File: src/rtl/lpm_pkg.sv
package lpm_pkg;

  typedef enum logic [1:0] {
    LPM_RUN  = 2'd0,
    LPM_IDLE = 2'd1,
    LPM_STBY = 2'd2,
    LPM_HALT = 2'd3
  } lpm_state_e;

  // Mode field: 00 light sleep, 01 standby, 1x halt
  function automatic lpm_state_e decode_mode(input logic [1:0] m);
    if (m[1])      return LPM_HALT;
    else if (m[0]) return LPM_STBY;
    else           return LPM_IDLE;
  endfunction

endpackage

File: src/rtl/lpm_pin_qual.sv
module lpm_pin_qual #(
  parameter int PIN_W = 32,
  parameter int QW    = 6
) (
  input  logic             clk,
  input  logic             rst,
  input  logic             arm,
  input  logic [PIN_W-1:0] pins,
  input  logic [PIN_W-1:0] sel,
  input  logic [QW-1:0]    qual_len,
  input  logic             osc_tick,
  output logic             pin_ok
);

  localparam int CW = QW + 1;

  logic [CW-1:0] cnt_q;
  logic [CW-1:0] need;
  logic          any_low;

  assign need    = CW'(qual_len) + CW'(2);
  assign any_low = |(~pins & sel);

  always_ff @(posedge clk) begin
    if (rst || !arm || !any_low) begin
      cnt_q  <= '0;
      pin_ok <= 1'b0;
    end else if (osc_tick && !pin_ok) begin
      cnt_q <= cnt_q + CW'(1);
      if (cnt_q + CW'(1) == need) pin_ok <= 1'b1;
    end
  end

  AST_QUAL_CNT_BOUND: assert property (@(posedge clk) disable iff (rst)
    cnt_q <= need) else $error("qual count beyond limit");

  AST_QUAL_DROPS_ON_HIGH: assert property (@(posedge clk) disable iff (rst)
    (arm && !any_low) |=> !pin_ok) else $error("qualified without low pin");

endmodule

File: src/rtl/lpm_wake_fsm.sv
module lpm_wake_fsm
  import lpm_pkg::*;
(
  input  logic       clk,
  input  logic       rst,
  input  logic       enter,
  input  logic [1:0] mode_sel,
  input  logic       irq,
  input  logic       nmi,
  input  logic       pin_ok,
  output logic [1:0] state_o,
  output logic       deep_o,
  output logic       clk_stop_req,
  output logic       wake_pulse
);

  lpm_state_e state_q, state_d;
  logic       wake_d;

  always_comb begin
    state_d = state_q;
    wake_d  = 1'b0;
    unique case (state_q)
      LPM_RUN:  if (enter) state_d = decode_mode(mode_sel);
      LPM_IDLE: if (irq || nmi) begin
                  state_d = LPM_RUN;
                  wake_d  = 1'b1;
                end
      LPM_STBY,
      LPM_HALT: if (pin_ok) begin
                  state_d = LPM_RUN;
                  wake_d  = 1'b1;
                end
      default:  state_d = LPM_RUN;
    endcase
  end

  always_ff @(posedge clk) begin
    if (rst) begin
      state_q      <= LPM_RUN;
      wake_pulse   <= 1'b0;
      clk_stop_req <= 1'b0;
    end else begin
      state_q      <= state_d;
      wake_pulse   <= wake_d;
      clk_stop_req <= (state_d == LPM_STBY) || (state_d == LPM_HALT);
    end
  end

  assign state_o = state_q;
  assign deep_o  = (state_q == LPM_STBY) || (state_q == LPM_HALT);

  AST_WAKE_SINGLE: assert property (@(posedge clk) disable iff (rst)
    wake_pulse |=> !wake_pulse) else $error("wake pulse too long");

  AST_WAKE_LANDS_RUN: assert property (@(posedge clk) disable iff (rst)
    wake_pulse |-> (state_q == LPM_RUN && !clk_stop_req)) else $error("wake not in run");

  AST_DEEP_IGNORES_INT: assert property (@(posedge clk) disable iff (rst)
    (deep_o && !pin_ok) |=> (state_q == $past(state_q))) else $error("deep state left");

  AST_SLEEP_IGNORES_ENTER: assert property (@(posedge clk) disable iff (rst)
    (state_q != LPM_RUN && enter) |=> (state_q == $past(state_q) || state_q == LPM_RUN))
    else $error("mode changed while asleep");

endmodule

File: src/rtl/lpm_wake_ctrl.sv
module lpm_wake_ctrl #(
  parameter int PIN_W = 32,
  parameter int QW    = 6
) (
  input  logic             clk,
  input  logic             rst,
  input  logic             enter,
  input  logic [1:0]       mode_sel,
  input  logic             irq,
  input  logic             nmi,
  input  logic [PIN_W-1:0] pins,
  input  logic [PIN_W-1:0] pin_wake_sel,
  input  logic [QW-1:0]    qual_len,
  input  logic             osc_tick,
  output logic [1:0]       lpm_state,
  output logic             clk_stop_req,
  output logic             wake_pulse
);

  logic pin_ok;
  logic deep;

  lpm_pin_qual #(.PIN_W(PIN_W), .QW(QW)) u_qual (
    .clk      (clk),
    .rst      (rst),
    .arm      (deep),
    .pins     (pins),
    .sel      (pin_wake_sel),
    .qual_len (qual_len),
    .osc_tick (osc_tick),
    .pin_ok   (pin_ok)
  );

  lpm_wake_fsm u_fsm (
    .clk          (clk),
    .rst          (rst),
    .enter        (enter),
    .mode_sel     (mode_sel),
    .irq          (irq),
    .nmi          (nmi),
    .pin_ok       (pin_ok),
    .state_o      (lpm_state),
    .deep_o       (deep),
    .clk_stop_req (clk_stop_req),
    .wake_pulse   (wake_pulse)
  );

  AST_STOP_ONLY_DEEP: assert property (@(posedge clk) disable iff (rst)
    clk_stop_req |-> lpm_state[1]) else $error("clock stop outside deep state");

endmodule

File: config.mk
export PLATFORM = sky130hd
export DESIGN_NAME = lpm_wake_ctrl
export DESIGN_NICKNAME = d
export VERILOG_FILES = /design/src/rtl/lpm_pkg.sv /design/src/rtl/lpm_pin_qual.sv /design/src/rtl/lpm_wake_fsm.sv /design/src/rtl/lpm_wake_ctrl.sv
export SDC_FILE = /design/constraint.sdc
export NUM_CORES = 1
export LEC_CHECK = 0
export BUFFER_PORTS_ARGS = -buffer_cell sky130_fd_sc_hd__buf_2
export CORE_UTILIZATION = 42
export CTS_CLUSTER_DIAMETER = 150
export DETAILED_ROUTE_END_ITERATION = 7
export MAX_ROUTING_LAYER = met4
export PLACE_DENSITY = 0.93
export SLEW_MARGIN = 40
export SYNTH_ARGS = -nofsm -noshare
export SYNTH_HDL_FRONTEND = slang
export SYNTH_SLANG_ARGS = --single-unit
File: constraint.sdc
create_clock -name clk -period 5.2 [get_ports clk]
set_input_delay 0.52 -clock clk [delete_from_list [all_inputs] [get_ports clk]]
set_output_delay 0.52 -clock clk [all_outputs]
set_load 0.01 [all_outputs]
==> metrics.yaml <==
outcome:
  outcome: "completed"
setup_path:
  r2r_cells: 6
  cp_max_fo: 6
  crit_type: "reg2reg"
  startpoint_type: "flip-flop"
  timing.critical_path.from: "u_qual.cnt_q[0]"
  r2r-end: "u_qual.pin_ok"
  crit_required_ns: 5.40
  r2r-start: "u_qual.cnt_q[0]"
  end_kind: "flip-flop"
  worstSetupEndpoint: "u_qual.pin_ok"
  worstPathArrival_ns: 2.02
  r2r_setup_slack_ns: 3.38
power_and_ir_drop:
  p_leak_uw: 0.000771
  vdd_ir_drop_max_v: 0.000118
  finalPower_uw: 239
  power_density_nw_per_um2: 164
timing:
  timing.final.crit_share: 0.350
  setup-tns-final_ns: 0
  worst_pin_slew_ns: 0.605
  maxSlewViolCount: 0
  slew_headroom: 0.596
  rsz0062_at_grt: "no"
  final-setup-viol-count: 0
  post-route-min-period_ns: 1.82
  skew_ns: 0.00137
  hold_viol: 0
  setup_ws_ns: 3.38
  timing.fmax_ghz: 0.549
global_route:
  antenna_found_initial: 0
  grtUsageTotal: 0.246
  grt_max_degree: 10
  grt_overflow: 0
  grt_pass1_wl_um: 4670
  grt_pass1_vias: 1178
die:
  fp.dieH_um: 51
  die_area_um2: 2600
  pin_count: 82
  core_area_um2: 2230
  row_count: 17
  die_w_um: 51
  initial_core_util: 0.452
final_layout:
  diodes: 0
  multi_input_area_um2: 652
  ff_latch_area_um2: 240
  nets: 296
  area_growth_pct: 44.7
  drive_above_1_share: 0.414
  nFillCells: 207
  fin_area_um2: 1460
detailed_routing:
  vias: 1190
  drt-initial-drc-count: 8
  ant_nets: 0
  vias_per_cell: 4.90
  dr.pass1.iters: 4
  post_drt_wl_per_cell_um: 11.0
  postRouteWirelength_um: 2670
  drc_errors: 0
logic_synthesis:
  avgSynthCellArea_um2: 7.47
  ys.flop_type: "dfxtp_1"
  synth-async-reset-ratio: 0
  ys_seq_area_frac: 0.238
  netlist_area_um2: 1010
  syn-instance-count: 135
  synth.ff_latch_count: 12
  synth_edf_count: 0
  yosys_warnings: 0
  synthDistinctLibCells: 36
  synth_fp_nets: 215
clock_tree:
  clk_latency_ns: 0.28
  clock_sinks: 12
  root_buffer: "clkbuf_4"
  cts_buffers: 3
  cts_max_level: 1
  cts_tree: "built"
  cts_setup_buffers: 0
  cts_buffer_depth: 2
  ctsHoldBuffers: 0
  clkTransAtPathRegs_ns: 0.08
  post_cts_resized: 0
placement:
  hpwl_um: 2370
  dpl_cell_area_um2: 1420
  gp_congestion: 0.779
  post-place-ws_ns: 3.22
  port-buffer-count: 81
run:
  max_cap_viol_count: 0
hold_path:
  hold_class: "in2reg"
-- per-layer routing --
| layer | track usage | up-vias | wire length, um |
|---|---|---|---|
| met1 | 0.228 | 507 | 1040 |
| li1 | - | 624 | - |
| met5 | - | - | 0 |
| met2 | 0.458 | 49 | 1380 |
| met4 | 0.139 | 0 | 103 |
| met3 | 0.0565 | 10 | 148 |
-- cells by family after synthesis --
logic type | after synthesis | share of synthesized area
AOI/OAI and AO/OA | 29 | 0.212
xor gates and xnor gates | 16 | 0.153
adders and majority gates | 2 | 0.0248
buffers and inverters | 29 | 0.115
DFF | 12 | 0.238
muxes | 1 | 0.00993
and+or+nand+nor | 46 | 0.247
-- sequential cells by signal, summed over array words and instances (netlist names) --
signal              cells
u_qual.cnt_q            7
u_qual.pin_ok           1
u_fsm.wake_pulse        1
u_fsm.clk_stop_req      1
u_fsm.state_o           2
-- metrics by stage --
stage	hold WS, ns	cells	util
finish	0.450	243	0.653
global route	0.447	243	0.653
CTS	0.447	243	0.653
detailed placement	0.507	239	0.637
global placement	0.496	239	0.637
floorplan	0.479	135	-
-- critical path, stage by stage (launching register included) --
cell and delay (ns):
dfxtp_1 0.41, ha_1 0.31, nand4_2 0.15, nor2_2 0.15, xnor2_1 0.10, o41a_1 0.39
a221oi_2 0.24
-- final cells by class --
type,instances,share of cell area
sequential,12,0.165
timing repair buffer,81,0.278
multi-input combinational,94,0.447
tap,28,0.0240
clock buffer,4,0.0249
inverter,24,0.0617
-- how the worst min path moves through the flow --
| stage | startpoint | end | slack [ns] | cells after the start |
|---|---|---|---|---|
| final | rst | u_fsm.state_o[0] | 0.45 | 2 |
| after global routing | rst | u_fsm.state_o[1] | 0.45 | 2 |
| after CTS | rst | u_fsm.state_o[0] | 0.45 | 2 |
| after detailed placement | u_fsm.state_o[0] | u_fsm.state_o[0] | 0.51 | 2 |
| after global placement | u_fsm.state_o[0] | u_fsm.state_o[0] | 0.50 | 2 |
| after floorplan | u_qual.cnt_q[1] | u_qual.cnt_q[1] | 0.48 | 2 |
-- synthesized netlist by cell type (4+ instances only) --
cell type	number	area [um2]
nand2b_1	12	75.1
inv_1	24	90.1
o22ai_1	8	50.1
nand2_1	4	15.0
nand4_1	4	25.0
xnor2_1	6	52.6
dfxtp_1	12	240
xor2_1	9	78.8
nor2_1	13	48.8
o2111ai_1	5	43.8
-- layout by cell type, fill, tap and decap left out --
master	count
o22ai_1	8
o211ai_1	1
nor2_2	1
nor4_1	3
ha_1	2
a221oi_2	1
o2111ai_1	5
mux2i_1	1
xor2_1	9
nand4_1	4
a2bb2oi_1	1
buf_2	81
clkbuf_8	1
a311o_1	1
xnor2_1	6
inv_1	24
clkbuf_4	3
nor2_1	13
o311ai_0	1
nor3b_1	1
nor3_1	1
o41a_1	1
o21a_1	2
nand3_1	3
dfxtp_1	12
xnor3_1	1
nand2b_1	12
nand3b_1	1
o21ai_0	3
nor2b_1	1
a21oi_1	3
a21o_2	1
nand4_2	1
o21ai_1	1
and3_1	1
nand2_1	4
-- power by group --
part	switching [uW]	internal, uW	leakage (uW)	total [uW]
Clock	34.2	42.6	0.0000210	76.8
Combinational	27.4	38.2	0.000652	65.6
Sequential	2.25	94.6	0.0000974	96.8
Note: power is estimated with default switching activity, not from simulation.
